**config.mk**
```make
export PLATFORM = sky130hd
export DESIGN_NAME = sdc_cmd_engine
export DESIGN_NICKNAME = d
export VERILOG_FILES = /design/src/rtl/sdc_pkg.sv /design/src/rtl/sdc_clk_div.sv /design/src/rtl/sdc_cmd_serdes.sv /design/src/rtl/sdc_resp_buf.sv /design/src/rtl/sdc_cmd_engine.sv
export SDC_FILE = /design/constraint.sdc
export NUM_CORES = 1
export LEC_CHECK = 0
export BUFFER_PORTS_ARGS = -buffer_cell sky130_fd_sc_hd__buf_2
export CAP_MARGIN = 20
export CORE_ASPECT_RATIO = 1.25
export CORE_MARGIN = 10
export CORE_UTILIZATION = 55
export DETAILED_ROUTE_END_ITERATION = 10
export GPL_ROUTABILITY_DRIVEN = 0
export HOLD_SLACK_MARGIN = 0.06
export PLACE_DENSITY = 0.84
export SYNTH_ARGS = -nofsm -noshare
export SYNTH_HDL_FRONTEND = slang
export SYNTH_HIERARCHICAL = 1
export SYNTH_SLANG_ARGS = --single-unit
```
**constraint.sdc**
```tcl
create_clock -name clk -period 3 [get_ports clk]
set_input_delay 0.6 -clock clk [delete_from_list [all_inputs] [get_ports clk]]
set_output_delay 0.6 -clock clk [all_outputs]
set_load 0.03 [all_outputs]
```
**src/rtl/sdc_pkg.sv**
```systemverilog
package sdc_pkg;
   typedef enum logic [1:0] {
      REG_ENABLE  = 2'd0,
      REG_PENDING = 2'd1,
      REG_START   = 2'd2,
      REG_CMDBYTE = 2'd3
   } reg_sel_e;

   localparam int EN_CMD_TX  = 0;
   localparam int EN_CMD_RX  = 1;
   localparam int EN_LONG    = 4;
   localparam int EN_W       = 5;

   localparam int PD_CMD_TX  = 0;
   localparam int PD_CMD_RX  = 1;
   localparam int PD_TIMEOUT = 4;

   localparam int ST_CMD_GO  = 0;

   typedef enum logic [1:0] {
      ENG_IDLE,
      ENG_TX,
      ENG_WAIT,
      ENG_RX
   } eng_state_e;
endpackage

```
**src/rtl/sdc_clk_div.sv**
```systemverilog
module sdc_clk_div #(
   parameter int DIV = 4
) (
   input  logic clk,
   input  logic rst_n,
   output logic sd_clk,
   output logic rise_tk,
   output logic fall_tk
);
   localparam int HALF = DIV / 2;
   localparam int CW   = (DIV > 2) ? $clog2(DIV) : 1;

   generate
      if (DIV < 2 || (DIV % 2) != 0) begin : g_bad_div
         $error("sdc_clk_div: DIV must be even and at least 2");
      end
   endgenerate

   logic [CW-1:0] cnt;

   always_comb begin
      rise_tk = (cnt == CW'(HALF - 1));
      fall_tk = (cnt == CW'(DIV - 1));
   end

   always_ff @(posedge clk) begin
      if (!rst_n) begin
         cnt    <= '0;
         sd_clk <= 1'b0;
      end else begin
         cnt <= fall_tk ? '0 : cnt + CW'(1);
         if (rise_tk)
            sd_clk <= 1'b1;
         else if (fall_tk)
            sd_clk <= 1'b0;
      end
   end
endmodule

```
**src/rtl/sdc_cmd_serdes.sv**
```systemverilog
module sdc_cmd_serdes
   import sdc_pkg::*;
#(
   parameter int CMD_BITS   = 48,
   parameter int SHORT_BITS = 48,
   parameter int LONG_BITS  = 136,
   parameter int TIMEOUT    = 64,
   parameter int IDX_W      = 8
) (
   input  logic                clk,
   input  logic                rst_n,
   input  logic                rise_tk,
   input  logic                fall_tk,
   input  logic                launch,
   input  logic [CMD_BITS-1:0] cmd_vec,
   input  logic                rx_en,
   input  logic                long_rsp,
   input  logic                cmd_in,
   output logic                cmd_out,
   output logic                cmd_oe,
   output logic                busy,
   output logic                tx_done,
   output logic                rx_done,
   output logic                rx_timeout,
   output logic                bit_we,
   output logic [IDX_W-1:0]    bit_idx,
   output logic                bit_val
);
   localparam int TMO_W = (TIMEOUT > 2) ? $clog2(TIMEOUT) : 1;

   generate
      if ((CMD_BITS % 8) != 0 || (SHORT_BITS % 8) != 0 || (LONG_BITS % 8) != 0) begin : g_bad_bits
         $error("sdc_cmd_serdes: frame lengths must be whole bytes");
      end
      if (TIMEOUT < 2) begin : g_bad_tmo
         $error("sdc_cmd_serdes: TIMEOUT must be at least 2");
      end
      if ((1 << IDX_W) <= LONG_BITS || (1 << IDX_W) <= CMD_BITS) begin : g_bad_idx
         $error("sdc_cmd_serdes: IDX_W too narrow");
      end
   endgenerate

   eng_state_e          state_q;
   logic [CMD_BITS-1:0] shreg;
   logic [IDX_W-1:0]    cnt;
   logic [IDX_W-1:0]    nbits;
   logic [TMO_W-1:0]    tmo;
   logic                rx_en_q;
   logic                start_seen;
   logic                rx_step;

   always_comb begin
      busy       = (state_q != ENG_IDLE);
      tx_done    = (state_q == ENG_TX) && fall_tk && (cnt == IDX_W'(CMD_BITS));
      start_seen = (state_q == ENG_WAIT) && rise_tk && !cmd_in;
      rx_timeout = (state_q == ENG_WAIT) && rise_tk && cmd_in && (tmo == TMO_W'(TIMEOUT - 1));
      rx_step    = (state_q == ENG_RX) && rise_tk;
      rx_done    = rx_step && (cnt == nbits - IDX_W'(1));
      bit_we     = start_seen || rx_step;
      bit_idx    = start_seen ? '0 : cnt;
      bit_val    = cmd_in;
   end

   always_ff @(posedge clk) begin
      if (!rst_n) begin
         state_q <= ENG_IDLE;
         shreg   <= '0;
         cnt     <= '0;
         nbits   <= '0;
         tmo     <= '0;
         rx_en_q <= 1'b0;
         cmd_out <= 1'b1;
         cmd_oe  <= 1'b0;
      end else begin
         unique case (state_q)
            ENG_IDLE: begin
               if (launch) begin
                  shreg   <= cmd_vec;
                  cnt     <= '0;
                  nbits   <= long_rsp ? IDX_W'(LONG_BITS) : IDX_W'(SHORT_BITS);
                  rx_en_q <= rx_en;
                  state_q <= ENG_TX;
               end
            end
            ENG_TX: begin
               if (fall_tk) begin
                  if (cnt == IDX_W'(CMD_BITS)) begin
                     cmd_oe  <= 1'b0;
                     cmd_out <= 1'b1;
                     tmo     <= '0;
                     state_q <= rx_en_q ? ENG_WAIT : ENG_IDLE;
                  end else begin
                     cmd_oe  <= 1'b1;
                     cmd_out <= shreg[CMD_BITS-1];
                     shreg   <= shreg << 1;
                     cnt     <= cnt + IDX_W'(1);
                  end
               end
            end
            ENG_WAIT: begin
               if (start_seen) begin
                  cnt     <= IDX_W'(1);
                  state_q <= ENG_RX;
               end else if (rx_timeout) begin
                  state_q <= ENG_IDLE;
               end else if (rise_tk) begin
                  tmo <= tmo + TMO_W'(1);
               end
            end
            ENG_RX: begin
               if (rx_step) begin
                  if (rx_done)
                     state_q <= ENG_IDLE;
                  else
                     cnt <= cnt + IDX_W'(1);
               end
            end
            default: state_q <= ENG_IDLE;
         endcase
      end
   end


   line_moves_on_fall_chk: assert property (@(posedge clk) disable iff (!rst_n)
      (cmd_oe && !$stable(cmd_out)) |-> $past(fall_tk));


   line_released_chk: assert property (@(posedge clk) disable iff (!rst_n)
      tx_done |=> !cmd_oe);


   drive_implies_busy_chk: assert property (@(posedge clk) disable iff (!rst_n)
      cmd_oe |-> busy);


   timeout_ends_chk: assert property (@(posedge clk) disable iff (!rst_n)
      rx_timeout |=> !busy);
endmodule

```
**src/rtl/sdc_resp_buf.sv**
```systemverilog
module sdc_resp_buf #(
   parameter int MAX_BYTES = 17,
   parameter int IDX_W     = 8
) (
   input  logic             clk,
   input  logic             rst_n,
   input  logic             bit_we,
   input  logic [IDX_W-1:0] bit_idx,
   input  logic             bit_val,
   input  logic             cap_done,
   input  logic             rd_pulse,
   output logic [7:0]       rd_byte
);
   localparam int PW = $clog2(MAX_BYTES + 1);
   localparam int BW = IDX_W - 3;

   generate
      if ((1 << BW) < MAX_BYTES) begin : g_bad_w
         $error("sdc_resp_buf: IDX_W too narrow for MAX_BYTES");
      end
   endgenerate

   logic [7:0]    rsp_mem [MAX_BYTES];
   logic [PW-1:0] rptr;
   logic [PW-1:0] len;

   generate
      for (genvar i = 0; i < MAX_BYTES; i++) begin : g_byte
         logic [7:0] byte_q;
         always_ff @(posedge clk) begin
            if (!rst_n)
               byte_q <= '0;
            else if (bit_we && bit_idx[IDX_W-1:3] == BW'(i))
               byte_q[~bit_idx[2:0]] <= bit_val;
         end
         assign rsp_mem[i] = byte_q;
      end
   endgenerate

   always_comb begin
      rd_byte = '0;
      for (int i = 0; i < MAX_BYTES; i++)
         if (rptr == PW'(i))
            rd_byte = rsp_mem[i];
   end

   always_ff @(posedge clk) begin
      if (!rst_n) begin
         rptr <= '0;
         len  <= '0;
      end else begin
         if (cap_done)
            len <= PW'(bit_idx[IDX_W-1:3]) + PW'(1);
         if (bit_we && bit_idx == '0)
            rptr <= '0;
         else if (rd_pulse) begin
            if (len <= PW'(1) || rptr == len - PW'(1))
               rptr <= '0;
            else
               rptr <= rptr + PW'(1);
         end
      end
   end


   rptr_bound_chk: assert property (@(posedge clk) disable iff (!rst_n)
      (len != '0) |-> (rptr < len));
endmodule

```
**src/rtl/sdc_cmd_engine.sv**
```systemverilog
module sdc_cmd_engine
   import sdc_pkg::*;
#(
   parameter int DIV         = 4,
   parameter int TIMEOUT     = 64,
   parameter int CMD_BYTES   = 6,
   parameter int SHORT_BYTES = 6,
   parameter int LONG_BYTES  = 17
) (
   input  logic        clk,
   input  logic        rst_n,
   input  logic [1:0]  reg_addr,
   input  logic        reg_wr,
   input  logic        reg_rd,
   input  logic [31:0] reg_wdata,
   output logic [31:0] reg_rdata,
   output logic        sd_clk,
   output logic        cmd_out,
   output logic        cmd_oe,
   input  logic        cmd_in
);
   localparam int CMD_BITS = 8 * CMD_BYTES;
   localparam int IDX_W    = $clog2(8 * LONG_BYTES + 1);
   localparam int WP_W     = $clog2(CMD_BYTES);
   localparam int LAST     = CMD_BYTES - 1;

   generate
      if (LONG_BYTES < SHORT_BYTES || LONG_BYTES < CMD_BYTES || CMD_BYTES < 2) begin : g_bad_len
         $error("sdc_cmd_engine: inconsistent frame lengths");
      end
   endgenerate

   logic                rise_tk, fall_tk;
   logic [EN_W-1:0]     en_q;
   logic                pend_tx, pend_rx, pend_tmo;
   logic [7:0]          cmd_buf [CMD_BYTES];
   logic [WP_W-1:0]     wptr;
   logic [CMD_BITS-1:0] cmd_vec;
   logic                busy, tx_done, rx_done, rx_timeout;
   logic                bit_we, bit_val;
   logic [IDX_W-1:0]    bit_idx;
   logic [7:0]          rd_byte;
   logic                cmd_wr, last_wr, go_wr, launch, rd_pulse, pend_wr;
   logic                unused_wbits;

   assign unused_wbits = ^reg_wdata[31:8];

   always_comb begin
      pend_wr  = reg_wr && (reg_addr == REG_PENDING);
      cmd_wr   = reg_wr && (reg_addr == REG_CMDBYTE) && !busy;
      last_wr  = cmd_wr && (wptr == WP_W'(LAST));
      go_wr    = reg_wr && (reg_addr == REG_START) && reg_wdata[ST_CMD_GO] && !busy;
      launch   = (last_wr || go_wr) && en_q[EN_CMD_TX];
      rd_pulse = reg_rd && (reg_addr == REG_CMDBYTE);
   end

   generate
      for (genvar i = 0; i < CMD_BYTES; i++) begin : g_vec
         if (i == 0) begin : g_head
            assign cmd_vec[CMD_BITS-1 -: 8] = {2'b01, cmd_buf[0][5:0]};
         end else if (i == LAST) begin : g_tail
            assign cmd_vec[7:0] = last_wr ? reg_wdata[7:0] : cmd_buf[LAST];
         end else begin : g_mid
            assign cmd_vec[8*(CMD_BYTES-i)-1 -: 8] = cmd_buf[i];
         end
      end
   endgenerate

   sdc_clk_div #(.DIV(DIV)) i_div (
      .clk     (clk),
      .rst_n   (rst_n),
      .sd_clk  (sd_clk),
      .rise_tk (rise_tk),
      .fall_tk (fall_tk)
   );

   sdc_cmd_serdes #(
      .CMD_BITS   (CMD_BITS),
      .SHORT_BITS (8 * SHORT_BYTES),
      .LONG_BITS  (8 * LONG_BYTES),
      .TIMEOUT    (TIMEOUT),
      .IDX_W      (IDX_W)
   ) i_serdes (
      .clk        (clk),
      .rst_n      (rst_n),
      .rise_tk    (rise_tk),
      .fall_tk    (fall_tk),
      .launch     (launch),
      .cmd_vec    (cmd_vec),
      .rx_en      (en_q[EN_CMD_RX]),
      .long_rsp   (en_q[EN_LONG]),
      .cmd_in     (cmd_in),
      .cmd_out    (cmd_out),
      .cmd_oe     (cmd_oe),
      .busy       (busy),
      .tx_done    (tx_done),
      .rx_done    (rx_done),
      .rx_timeout (rx_timeout),
      .bit_we     (bit_we),
      .bit_idx    (bit_idx),
      .bit_val    (bit_val)
   );

   sdc_resp_buf #(
      .MAX_BYTES (LONG_BYTES),
      .IDX_W     (IDX_W)
   ) i_rbuf (
      .clk      (clk),
      .rst_n    (rst_n),
      .bit_we   (bit_we),
      .bit_idx  (bit_idx),
      .bit_val  (bit_val),
      .cap_done (rx_done),
      .rd_pulse (rd_pulse),
      .rd_byte  (rd_byte)
   );

   always_ff @(posedge clk) begin
      if (!rst_n) begin
         en_q     <= '0;
         pend_tx  <= 1'b0;
         pend_rx  <= 1'b0;
         pend_tmo <= 1'b0;
         wptr     <= '0;
         for (int i = 0; i < CMD_BYTES; i++)
            cmd_buf[i] <= '0;
      end else begin
         if (reg_wr && reg_addr == REG_ENABLE)
            en_q <= reg_wdata[EN_W-1:0];
         pend_tx  <= (pend_tx  && !(pend_wr && reg_wdata[PD_CMD_TX]))  || tx_done;
         pend_rx  <= (pend_rx  && !(pend_wr && reg_wdata[PD_CMD_RX]))  || rx_done;
         pend_tmo <= (pend_tmo && !(pend_wr && reg_wdata[PD_TIMEOUT])) || rx_timeout;
         if (cmd_wr) begin
            cmd_buf[wptr] <= reg_wdata[7:0];
            wptr <= last_wr ? '0 : wptr + WP_W'(1);
         end
      end
   end

   always_ff @(posedge clk) begin
      if (!rst_n) begin
         reg_rdata <= '0;
      end else if (reg_rd) begin
         unique case (reg_addr)
            REG_ENABLE:  reg_rdata <= 32'(en_q);
            REG_PENDING: reg_rdata <= 32'({pend_tmo, 2'b00, pend_rx, pend_tx});
            REG_START:   reg_rdata <= 32'(busy);
            default:     reg_rdata <= 32'(rd_byte);
         endcase
      end
   end


   wptr_range_chk: assert property (@(posedge clk) disable iff (!rst_n)
      wptr <= WP_W'(LAST));


   busy_write_dropped_chk: assert property (@(posedge clk) disable iff (!rst_n)
      (reg_wr && reg_addr == REG_CMDBYTE && busy) |=> $stable(wptr));


   w1c_rx_chk: assert property (@(posedge clk) disable iff (!rst_n)
      (pend_wr && reg_wdata[PD_CMD_RX] && !rx_done) |=> !pend_rx);
endmodule

```
After elaboration in Yosys (flattened, before gate mapping)

Memories as Yosys holds them, arrays and structs flattened.
Index checks and enable logic that the tools add are counted.

Logic and storage cells: 257
Memories: 1
Output and inout bits: 35
Input port bits: 39
Bits in registers: 267
Bits in writable memories: 48

Magnitude comparators: 3
Bitwise logic cells: 2
Multiplexer cells: 79
$add $sub $neg: 8
Equal/unequal tests: 57
Reduce and logical (&&, ||, !) cells: 72

Memories:

| memory  | depth | width | read ports | clocked after memory_dff | wr ports | line                 | text |
|---|---|---|---|---|---|---|---|
| cmd_buf | 6     | 8     | 6          | 0                        | 6        | sdc_cmd_engine.sv:36 | `logic [7:0] cmd_buf [CMD_BYTES];` |

Operators with widths:

| cell                | count |
|---|---|
| $mux 8              | 27 |
| $mux 48             | 3 |
| $bwmux 8            | 17 |
| $pmux 48 s2         | 1 |
| $eq 5x4->1 const B  | 16 |
| $logic_and 1x1->1   | 43 |
| $eq 5x3->1 const B  | 8 |
| $pmux 8 s4          | 1 |
| $mux 6              | 5 |
| $pmux 8 s3          | 1 |
| $eq 5x2->1 const B  | 4 |
| $reduce_and 6->1    | 3 |
| $mux 2              | 8 |
| $ne 2x2->1 const B  | 7 |
| $pmux 6 s2          | 1 |
| $add 5x1->5 const B | 2 |
| $eq 2x2->1 const B  | 5 |
| $eq 5x1->1 const B  | 2 |
| $eq 5x5->1 const B  | 2 |
| $logic_not 5->1     | 2 |
| $mux 1              | 10 |
| $add 8x1->8 const B | 1 |
| $eq 8x6->1 const B  | 1 |
| $eq 8x8->1          | 1 |
| other kinds (29)    | 50 |

Depth between registers and ports, before layout

Gate-level depths: netlist (run 1).

Depth in word-level cells: 19
Depth in mapped cells: 14
Depth with buffers taken out: 11

Modules after synthesis

The synthesis (run 1) kept the hierarchy.

Modules (own cells, without submodules):

| module         | instances | sequential area each (um^2) | area each (um^2) | cells each |
|---|---|---|---|---|
| sdc_resp_buf   | 1         | 2922.8                      | 8224.1           | 1022 |
| sdc_cmd_serdes | 1         | 1381.3                      | 3485.8           | 442 |
| sdc_cmd_engine | 1         | 1761.7                      | 3037.9           | 244 |
| sdc_clk_div    | 1         | 60.1                        | 123.9            | 11 |

Least setup slack after synthesis (run 1)

No wires, ideal clock.

Path kind: flip-flop to flip-flop
Start point: reg i_rbuf.rptr[0]
End point: reg reg_rdata[0]
Clock period less this slack: 2.959 ns
Path buffers: 4
Required time: 2.872 ns
Library setup time: 0.128 ns
Path slack: 0.041 ns
Data arrival time: 2.831 ns
Stages on the path, launching flop included: 15
Cells stage by stage: dfxtp_1 > ha_1 > buf_2 > buf_1 > and3_1 > ha_1 > clkbuf_1 > nand2b_1 > clkbuf_1 > a21oi_1 > nand3_1 > o221a_2 > mux4_2 > mux2i_1 > nor2_1

Word-level cells in the longest chain between the ends: 19
Elaborated cells between the ends (all ways): 35
Those cells by class: eq/ne: 16; mux: 18; reduce/logical: 1

RTL lines:

| element                | line                  | text |
|---|---|---|
| start, declared        | sdc_resp_buf.sv:24    | `logic [PW-1:0] rptr;` |
| start signal, assigned | sdc_resp_buf.sv:60    | `rptr <= rptr + PW'(1);` |
| $logic_not 5->1        | sdc_resp_buf.sv:43    | `if (rptr == PW'(i))` |
| $mux 8 (16 in series)  | sdc_resp_buf.sv:43    |  |
| $mux 8 *               | sdc_resp_buf.sv:43    |  |
| via rd_byte[0]         | sdc_cmd_engine.sv:42  | `logic [7:0] rd_byte;` |
| $pmux 8 s3 *           | sdc_cmd_engine.sv:144 | `unique case (reg_addr)` |
| end signal, assigned   | sdc_cmd_engine.sv:145 | `REG_ENABLE: reg_rdata <= 32'(en_q);` |
| end signal, assigned   | sdc_cmd_engine.sv:146 | `REG_PENDING: reg_rdata <= 32'({pend_tmo, 2'b00, pend_rx, pend_tx});` |
| end signal, assigned   | sdc_cmd_engine.sv:147 | `REG_START: reg_rdata <= 32'(busy);` |
| end, declared          | sdc_cmd_engine.sv:16  | `output logic [31:0] reg_rdata,` |

Mark *: on every way through the listed nets, which the timed path passes. The rest lies on a longest branch.
A chain may end at the register's enable or synchronous reset.

Final worst setup path (run 1)

Start point: reg i_rbuf.rptr[1]
End point: reg reg_rdata[0]

Same word-level chain as after synthesis.

==> flow_summary.toml, run 1 <==
[critical_path]
path_max_fanout = 18
crit_slowest_cell = "a222oi_1"
path_buf_inv = 1
crit_cells = 9
cp.arrival_ns = 3.34
cp-end-kind = "flop"
cpLargestDelayFamily = "compound AO/OA/AOI/OAI gates"
cp_data_required_time_ns = 3.43
path_class = "flop to flop"
critPathMaxStageDelay_ns = 0.52
reg2reg_depth = 9
crit_chain = "inv_1 > ha_2 > nor4b_2 > a222oi_1 > nand3_1 > o221a_2 > mux4_2 > mux2i_1 > nor2_1"
critical_path.startpoint_type = "flop"

[global_routing]
grt_pass1_wl_um = 66640
grt_antenna_before_repair = 0
grt_pass1_vias = 13040
grt_max_degree = 116
grt_use_total = 0.2314
overflow = 0

[sta]
maxSlewHeadroom = 0.3273
max_freq_ghz = 0.3436
fin_tns_setup_ns = 0
rsz0062_at_grt = "no"
final_max_slew_viol_count = 0
period_minus_slack_ns = 2.911
hold_viol_final = 0
fin_worst_skew_ns = 0.01431
worstMarginPinSlew_ns = 1.009
hold-worst-slack_ns = 0.4079
fin_crit_sh = 0.9702
fin_ws_ns = 0.08927
final-setup-viol-count = 0

[finish]
drive_above_1_share = 0.1198
layout.nets = 1758
diodes = 0
layout.cells.non_filler = 2065
mostFrequentLayoutCells = "dfxtp_1 (237), nand2_1 (183), o21ai_0 (168), a21boi_0 (122), nor2_1 (109)"
layout_commonest_cell = "dfxtp_1"
syn2layout_area_growth_pct = 8.851

[route]
vias = 13340
dr.pass1.iters = 6
via_per_inst = 6.458
drc = 0
first_iter_violations = 1513
ant_nets = 0
wl_um = 41330
wl_per_cell_um = 20.01

[pwr]
peakVddDrop_uv = 520.7
pwr_density_cell_mw_per_mm2 = 475.1
power_mw = 7.691
seq_power_share = 0.509
p_leak_nw = 5.394
power.internal_mw = 5.963
p_clk_frac = 0.450
swShare = 0.2247
p_switching_mw = 1.728
p_comb_frac = 0.041

[die]
dieWidth_um = 167.1
core_area_mm2 = 0.02674
start_util = 0.5561
die_area_mm2 = 0.03406
rows = 67
die_h_um = 203.8
io_pins = 74

[job]
cap_violations = 0

[logic_synthesis]
ys_async_sr_fraction = 0
synth_area_per_cell_um2 = 8.651
yosysWarningCount = 6
yosys.area.top_type = "dfxtp_1"
ys_top_cells_by_area = "dfxtp_1 (32%), edfxtp_1 (9.3%), a21boi_0 (6.2%)"
synth_mux_area_frac = 0.02566
synthFlopType = "dfxtp_1"
ys_ff_latch = 283
synthSimpleGateAreaFrac = 0.2357
synth_xor_area_frac = 0.01186
synth_edf_count = 46
synth_fa_ha_area_frac = 0.01851
synth-compound-area-share = 0.2254
synthesis.instances = 1719
synth_top_family_by_area = "simple AND/OR/NAND/NOR gates"
synth_area_mm2 = 0.01487
ys_types = 100
yosysSeqAreaShare = 0.4119
netlist.area_leader.share = 0.3190

[placement]
place_ws_ns = 0.02024
numPortBuffers = 25
dp_cells = 2011
hpwl_um = 26840

[clocking]
clock_latency_ns = 0.56
clk_pin_slew_ns = 0.06
cts-root-buf = "clkbuf_16"
cts_tree = "done"
cts_buffers = 29
cts_buffer_depth = 3
cts_num_sinks = 283
cts_max_level = 1

[hold_path]
hold_depth = 2
hp-class = "primary input to flop"

[outcome]
outcome = "finished, final reports clean"
==> logic make-up after synthesis <==
logic type / count (synthesis)
simple gates: 657
flops: 283
buf+inv: 211
fa+ha+maj: 22
compound gates: 493
xor+xnor: 18
mux: 33
other cells: 2
==> through the flow <==
stage	area, um^2	utilization
after global routing	16190	0.6053
after floorplan	14960	-
after global placement	15280	0.5714
final	16190	0.6053
after CTS	16180	0.6051
after detailed placement	15280	0.5714
==> power groups by stage <==
stage	Combinational, mW	Sequential [mW]	Clock, mW
2_1_floorplan	0.240	4.00	0
3_3_place_gp	0.305	3.99	0
3_5_place_dp	0.310	3.99	0
4_1_cts	0.310	3.91	3.51
6_report	0.317	3.91	3.46
5_1_grt	0.340	3.91	3.66
==> cells in the mapped netlist, types with 28 or more instances <==
library cell / n
nand4_1: 78
a21oi_1: 49
nand2_1: 183
o21ai_0: 168
edfxtp_1: 46
buf_2: 40
nand3_1: 85
nor2_1: 109
nor2b_1: 33
buf_4: 29
a311oi_1: 47
clkbuf_1: 92
and2_1: 44
inv_1: 28
a21boi_0: 122
dfxtp_1: 237
==> repair_timing <==
item	in CTS	in global routing
gates resized for setup	0	2
setup endpoints to repair	0	5
hold buffers	0	0
buffers inserted	0	0
==> cell type report <==
type | instances | area, um^2
clock buffer | 47 | 833.3
clock inverter | 7 | 67.56
fill | 2207 | 10550
inverter | 30 | 112.6
multi-input combinational | 1249 | 7819
sequential | 283 | 6126
tap | 345 | 431.7
timing repair buffer | 104 | 798.3
==> sequential cells by signal (all words and copies together) (netlist names) <==
signal / count
i_div/sd_clk: 1
i_serdes/cnt: 8
i_serdes/tmo: 6
i_serdes/rx_en_q: 1
i_serdes/nbits: 2
pend_tx: 1
i_serdes/shreg: 48
i_rbuf/g_byte.byte_q: 136
pend_tmo: 1
i_serdes/cmd_out: 1
en_q: 5
i_div/cnt: 2
i_serdes/cmd_oe: 1
reg_rdata: 8
i_rbuf/rptr: 5
pend_rx: 1
i_rbuf/len: 5
i_serdes/state_q: 2
wptr: 3
cmd_buf: 46
==> per-layer routing <==
layer / vias up / wire [um] / track usage
met5: - / 0 / 0
met4: 0 / 2663 / 0.1448
met3: 186 / 3692 / 0.03963
met2: 727 / 19730 / 0.3923
met1: 6308 / 15240 / 0.2670
li1: 6115 / - / -
==> path summary, 6_finish.rpt <==
check	startpoint	slack [ns]	end
setup / recovery	i_rbuf/rptr[1]	0.09	reg_rdata[0]
hold reg to reg	i_div/cnt[0]	0.45	i_div/cnt[0]
setup reg to reg	i_rbuf/rptr[1]	0.09	reg_rdata[0]
hold / removal	reg_wdata[1]	0.41	pend_rx
No activity file was read; power rests on OpenSTA's default activity.
==> run 2, diff against run 1 <==
Settings changed: ABC_AREA set to 1.
==> flow_summary.toml, run 2 <==
[placement]
hpwl_um = 25350
numPortBuffers = 25
place_ws_ns = 0.08505
place_area_mm2 = 0.01494

[route]
ant_nets = 0
vias = 13710
wl_um = 38580
drc = 0
dr.pass1.iters = 5
first_iter_violations = 1594
via_per_inst = 5.795
wl_per_cell_um = 16.31

[logic_synthesis]
yosys.area.top_type = "dfxtp_1"
synth_xor_area_frac = 0.007840
synth_area_per_cell_um2 = 7.301
yosysSeqAreaShare = 0.4218
yosysMostFrequentCell = "nand2_1"
synth-compound-area-share = 0.1668
synth_area_mm2 = 0.01452
netlist.area_leader.share = 0.3267
synth_fa_ha_area_frac = 0.01895
ys_top_cells_by_count = "nand2_1 (418), nand3_1 (279), dfxtp_1 (237), a21oi_1 (188), o21ai_0 (185)"
ys_async_sr_fraction = 0
ys_top_cells_by_area = "dfxtp_1 (33%), nand2_1 (11%), nand3_1 (9.6%)"
synthFlopType = "dfxtp_1"
synth_mux_area_frac = 0
synthesis.instances = 1989
yosysWarningCount = 6
ys_types = 47
synthSimpleGateAreaFrac = 0.2875
synth_top_family_by_area = "simple AND/OR/NAND/NOR gates"
synth_edf_count = 46
ys_ff_latch = 283

[critical_path]
cp-end-kind = "flop"
path_common_cell = "nand2_1"
path_buf_inv = 3
cp.arrival_ns = 3.25
path_max_fanout = 15
cpLargestDelayFamily = "simple AND/OR/NAND/NOR gates"
critical_path.startpoint_type = "flop"
crit_chain = "buf_4 > inv_1 > ha_2 > inv_2 > nor2_8 > nand2_4 > or2_2 > nand3_1 > nand3_1 > nand2_1 > nand3_1 > nand3_2 > nand3_1 > nand2_1 > nand3_1 > nand2_1 > nand2_1 > nand2_1 > nand2_1 > nor2_1 > nor2_1 > nand2_1 > a21oi_1"
path_class = "flop to flop"
critPathMaxStageDelay_ns = 0.34
cp_data_required_time_ns = 3.44
crit_slowest_cell = "dfxtp_2"

[die]
start_util = 0.5583
die_h_um = 201.7
io_pins = 74
rows = 66
core_area_mm2 = 0.02601
die_area_mm2 = 0.03334
dieWidth_um = 165.3

[finish]
drive_above_1_share = 0.1077
fillers = 2278
syn2layout_area_growth_pct = 10.00
mostFrequentLayoutCells = "nand2_1 (417), nand3_1 (274), dfxtp_1 (234), a21oi_1 (188), o21ai_0 (185)"
stdcell_area_mm2 = 0.01598
reg_top3 = "i_rbuf/g_byte.byte_q: 136 flops, i_serdes/shreg: 48 flops, cmd_buf: 46 flops"
layout.nets = 2067
largest_register_ffs = 136
diodes = 0
largest-register = "i_rbuf/g_byte.byte_q"
layout_commonest_cell = "nand2_1"

[sta]
max_freq_ghz = 0.3560
fin_crit_sh = 0.9363
worstMarginPinSlew_ns = 1.141
fin_ws_ns = 0.1911
final_max_slew_viol_count = 0
period_minus_slack_ns = 2.809
fin_worst_skew_ns = 0.02929
fin_tns_setup_ns = 0
rsz0062_at_grt = "yes"
final-setup-viol-count = 0
hold_viol_final = 0
maxSlewHeadroom = 0.2393

[global_routing]
grt_pass1_wl_um = 62090
grt_antenna_before_repair = 0
grt_pass1_vias = 12700
overflow = 0
grt_use_total = 0.2212
grt_max_degree = 134

[clocking]
clock_latency_ns = 0.57
cts_buffers = 28
clk_pin_slew_ns = 0.06
cts-root-buf = "clkbuf_16"
cts_max_level = 1
cts_tree = "done"
cts_buffer_depth = 3
cts_num_sinks = 283
cts_hold_repair.buffers = 0

[pwr]
pwr_density_cell_mw_per_mm2 = 538.1
peakVddDrop_uv = 425.4
p_leak_nw = 6.482

[hold_path]
hp-class = "primary input to flop"

[outcome]
outcome = "finished, final reports clean"

[job]
cap_violations = 0
[run 2: repair_timing]
item                                    4_1_cts  5_1_grt
buffers inserted                              0        4
hold endpoints to repair                      0        0
gates resized for setup                       0       19
endpoints found under the setup margin        0      117
[run 2: layout make-up]
cell class / instances / area [um^2] / share of cell area
clock buffers: 39 / 823.3 / 0.05154
clock inverters: 10 / 122.6 / 0.007675
inverters: 197 / 743.2 / 0.04652
multi-input cells: 1414 / 7134 / 0.4466
flip-flops and latches: 283 / 6130 / 0.3837
well taps: 340 / 425.4 / 0.02663
repair buffers: 82 / 596.8 / 0.03736
[run 2: path summary, 6_finish.rpt]
kind / startpoint / endpoint / slack [ns] / cells past startpoint
min reg2reg: i_serdes/shreg[47] / i_serdes/shreg[47] / 0.46 / 2
max: i_rbuf/rptr[1] / reg_rdata[0] / 0.19 / 23
min: reg_rd / reg_rdata[3] / 0.39 / 3
max reg2reg: i_rbuf/rptr[1] / reg_rdata[0] / 0.19 / 23
[run 2: logic make-up (layout without fill, tap and decap cells)]
kind of cell | Yosys count | after routing
compound gates | 436 | 436
xor+xnor | 13 | 13
fa+ha+maj | 22 | 22
buf+inv | 316 | 328
flops | 283 | 283
other cells | 2 | 26
simple gates | 917 | 917
[run 2: routing by layer]
layer	part of all wire	track usage	wire, um	up-vias
met3	0.078	0.02757	3026	136
met5	0	0	0	-
met2	0.48	0.3774	18710	604
met1	0.39	0.2674	15100	6383
li1	-	-	-	6583
met4	0.045	0.1062	1751	0
[run 2: power breakdown]
| part | internal, mW | leakage (nW) | total (mW) | switching [mW] |
|---|---|---|---|---|
| clock | 2.08 | 0.468 | 3.57 | 1.49 |
| sequential | 3.94 | 2.39 | 4.00 | 0.0647 |
| combinational | 0.246 | 3.63 | 1.02 | 0.776 |
[run 2: per-stage QoR]
| step | util | hold WS (ns) | power (mW) | std cells |
|---|---|---|---|---|
| floorplan | - | 0.4214 | 4.816 | 2013 |
| global placement | 0.5744 | 0.4301 | 5.058 | 2312 |
| detailed placement | 0.5744 | 0.4441 | 5.080 | 2312 |
| CTS | 0.6108 | 0.3615 | 8.609 | 2361 |
| global route | 0.6141 | 0.3859 | 8.904 | 2365 |
| finish | 0.6141 | 0.3908 | 8.597 | 2365 |
[run 2: worst reg2reg max path, delay by kind of cell (launching register included)]
family	cells	cell delay, ns
flops	1	0.34
simple gates	18	1.85
fa+ha+maj	1	0.19
compound gates	1	0.05
buf+inv	3	0.29
==> run 3, diff against run 2 <==
Settings changed: SYNTH_HIERARCHICAL 1 to unset.
==> flow_summary.toml, run 3 <==
[placement]
dp_cells = 2024
hpwl_um = 20930
numPortBuffers = 25
place_area_mm2 = 0.01399

[global_routing]
grt_max_degree = 145
use_met2 = 0.3555
overflow = 0
grt_antenna_before_repair = 0
grt_pass1_vias = 11420
gr-usage-met1 = 0.2329
grt_use_total = 0.1983
grt_pass1_wl_um = 54590
grt.busiest_layer = "met2"
gr-usage-met3 = 0.02231

[route]
wl_um = 33040
via_per_inst = 5.808
vias = 12090
ant_nets = 0
wl_per_cell_um = 15.87
first_iter_violations = 1084
drc = 0
dr.pass1.iters = 5

[die]
die_area_mm2 = 0.03175
start_util = 0.5590
core_area_mm2 = 0.02458
dieWidth_um = 161.4
rows = 64
io_pins = 74
die_h_um = 196.7

[pwr]
peakVddDrop_uv = 537.1
p_clk_frac = 0.439
p_switching_mw = 2.100
pwr_density_cell_mw_per_mm2 = 563.3
swShare = 0.2479
seq_power_share = 0.479
p_comb_frac = 0.082
power.internal_mw = 6.370
p_leak_nw = 5.650

[sta]
fin_worst_skew_ns = 0.02014
rsz0062_at_grt = "no"
final-setup-viol-count = 0
maxSlewHeadroom = 0.4692
final_max_slew_viol_count = 0
period_minus_slack_ns = 2.771
hold_viol_final = 0
worstMarginPinSlew_ns = 0.7962
max_freq_ghz = 0.3608
fin_tns_setup_ns = 0
fin_crit_sh = 0.9238
hold-worst-slack_ns = 0.3481

[logic_synthesis]
ys_types = 48
ys_top_cells_by_count = "nand2_1 (324), dfxtp_1 (237), a21oi_1 (188), inv_1 (155), a311oi_1 (130)"
ys_async_sr_fraction = 0
yosysWarningCount = 0
ys_ff_latch = 283
synth_area_mm2 = 0.01374
synthFlopType = "dfxtp_1"
yosysSeqAreaShare = 0.4457
synthesis.instances = 1751
yosysMostFrequentCell = "nand2_1"
netlist.area_leader.share = 0.3452
synth_area_per_cell_um2 = 7.849
yosys.area.top_type = "dfxtp_1"
synth_edf_count = 46
ys_top_cells_by_area = "dfxtp_1 (35%), edfxtp_1 (10%), nand2_1 (8.8%)"

[critical_path]
cp.arrival_ns = 3.21
path_class = "flop to flop"
crit_chain = "ha_1 > inv_1 > nor2_2 > inv_2 > nor2_4 > buf_4 > nor2_1 > nor2_8 > nand2_4 > nor2_2 > a21oi_1 > a311oi_1"
critical_path.startpoint_type = "flop"
critPathMaxStageDelay_ns = 0.49
cp-end-kind = "flop"
reg2reg_depth = 12
cp_data_required_time_ns = 3.44
path_max_fanout = 14
crit_slowest_cell = "nor2_2"
path_common_cell = "nor2_2"

[job]
cap_violations = 0

[clocking]
cts_buffers = 29
cts_num_sinks = 283
clk_pin_slew_ns = 0.06
clock_latency_ns = 0.55
cts_max_level = 1
cts_tree = "done"
cts-root-buf = "clkbuf_16"
cts_buffer_depth = 3

[finish]
syn2layout_area_growth_pct = 9.405
stdcell_area_mm2 = 0.01504
largest-register = "i_rbuf.g_byte.byte_q"
drive_above_1_share = 0.1113
reg_top3 = "i_rbuf.g_byte.byte_q: 136 flops, i_serdes.shreg: 48 flops, cmd_buf: 46 flops"
largest_register_ffs = 136
diodes = 0
layout_commonest_cell = "nand2_1"
layout.nets = 1790
mostFrequentLayoutCells = "nand2_1 (323), dfxtp_1 (237), a21oi_1 (188), inv_1 (153), a311oi_1 (130)"
fillers = 2053
layout.cells.non_filler = 2082

[hold_path]
hp-class = "primary input to flop"
hold_depth = 3

[outcome]
outcome = "finished, final reports clean"
## run 3: repair_timing
action	4_1_cts	5_1_grt
endpoints found under the hold margin	0	0
setup endpoints to repair	0	6
hold buffers	0	0
setup buffers	0	4
resized for setup	0	5
## run 3: worst paths after layout
path | start | end | slack [ns]
worst max register to register | i_div.cnt[0] | i_rbuf.g_byte[11].byte_q[1] | 0.23
worst max-delay path | i_div.cnt[0] | i_rbuf.g_byte[11].byte_q[1] | 0.23
worst min-delay path | reg_wdata[3] | en_q[3] | 0.35
worst min register to register | i_div.cnt[0] | i_div.cnt[0] | 0.46
## run 3: worst max-delay path, delay by kind of cell (launching register included)
family                     cells  cell delay, ns
buffers and inverters          3            0.34
AOI/OAI and AO/OA              2            0.40
DFF                            1            0.36
and+or+nand+nor                6            1.31
adders and majority gates      1            0.23
## run 3: per-layer routing
layer	vias up	wire, um
met5	-	0
met4	0	1286
met3	95	1814
met2	423	16750
met1	5596	13190
li1	5978	-
## run 3: power by group through the flow
stage / Combinational [mW] / Clock (mW) / Sequential, mW
5_1_grt: 0.761 / 3.92 / 4.07
4_1_cts: 0.681 / 3.77 / 4.06
3_5_place_dp: 0.675 / 0 / 4.14
2_1_floorplan: 0.520 / 0 / 4.13
6_report: 0.692 / 3.72 / 4.06
3_3_place_gp: 0.656 / 0 / 4.13
## run 3: area by class of cell
type,instances,area (um^2),share of cell area
multi-input combinational,1180,6405,0.4260
sequential,283,6126,0.4074
clock inverter,22,252.7,0.01681
tap,330,412.9,0.02746
inverter,175,664.4,0.04419
timing repair buffer,60,437.9,0.02913
clock buffer,32,737.0,0.04901
## run 3: stage by stage
stage,worst slack (ns),total power [mW],utilization
floorplan,0.5940,4.647,-
global placement,0.2676,4.789,0.5693
detailed placement,0.2403,4.813,0.5693
CTS,0.2471,8.503,0.6095
global route,0.008069,8.751,0.6116
finish,0.2286,8.470,0.6116
## run 3: logic make-up after synthesis
| group | after synthesis | synth area share |
|---|---|---|
| compound gates | 508 | 0.2309 |
| xor+xnor | 7 | 0.004461 |
| fa+ha+maj | 22 | 0.02003 |
| buf+inv | 311 | 0.09814 |
| flops | 283 | 0.4457 |
| other cells | 1 | 0.0002729 |
| simple gates | 619 | 0.2005 |
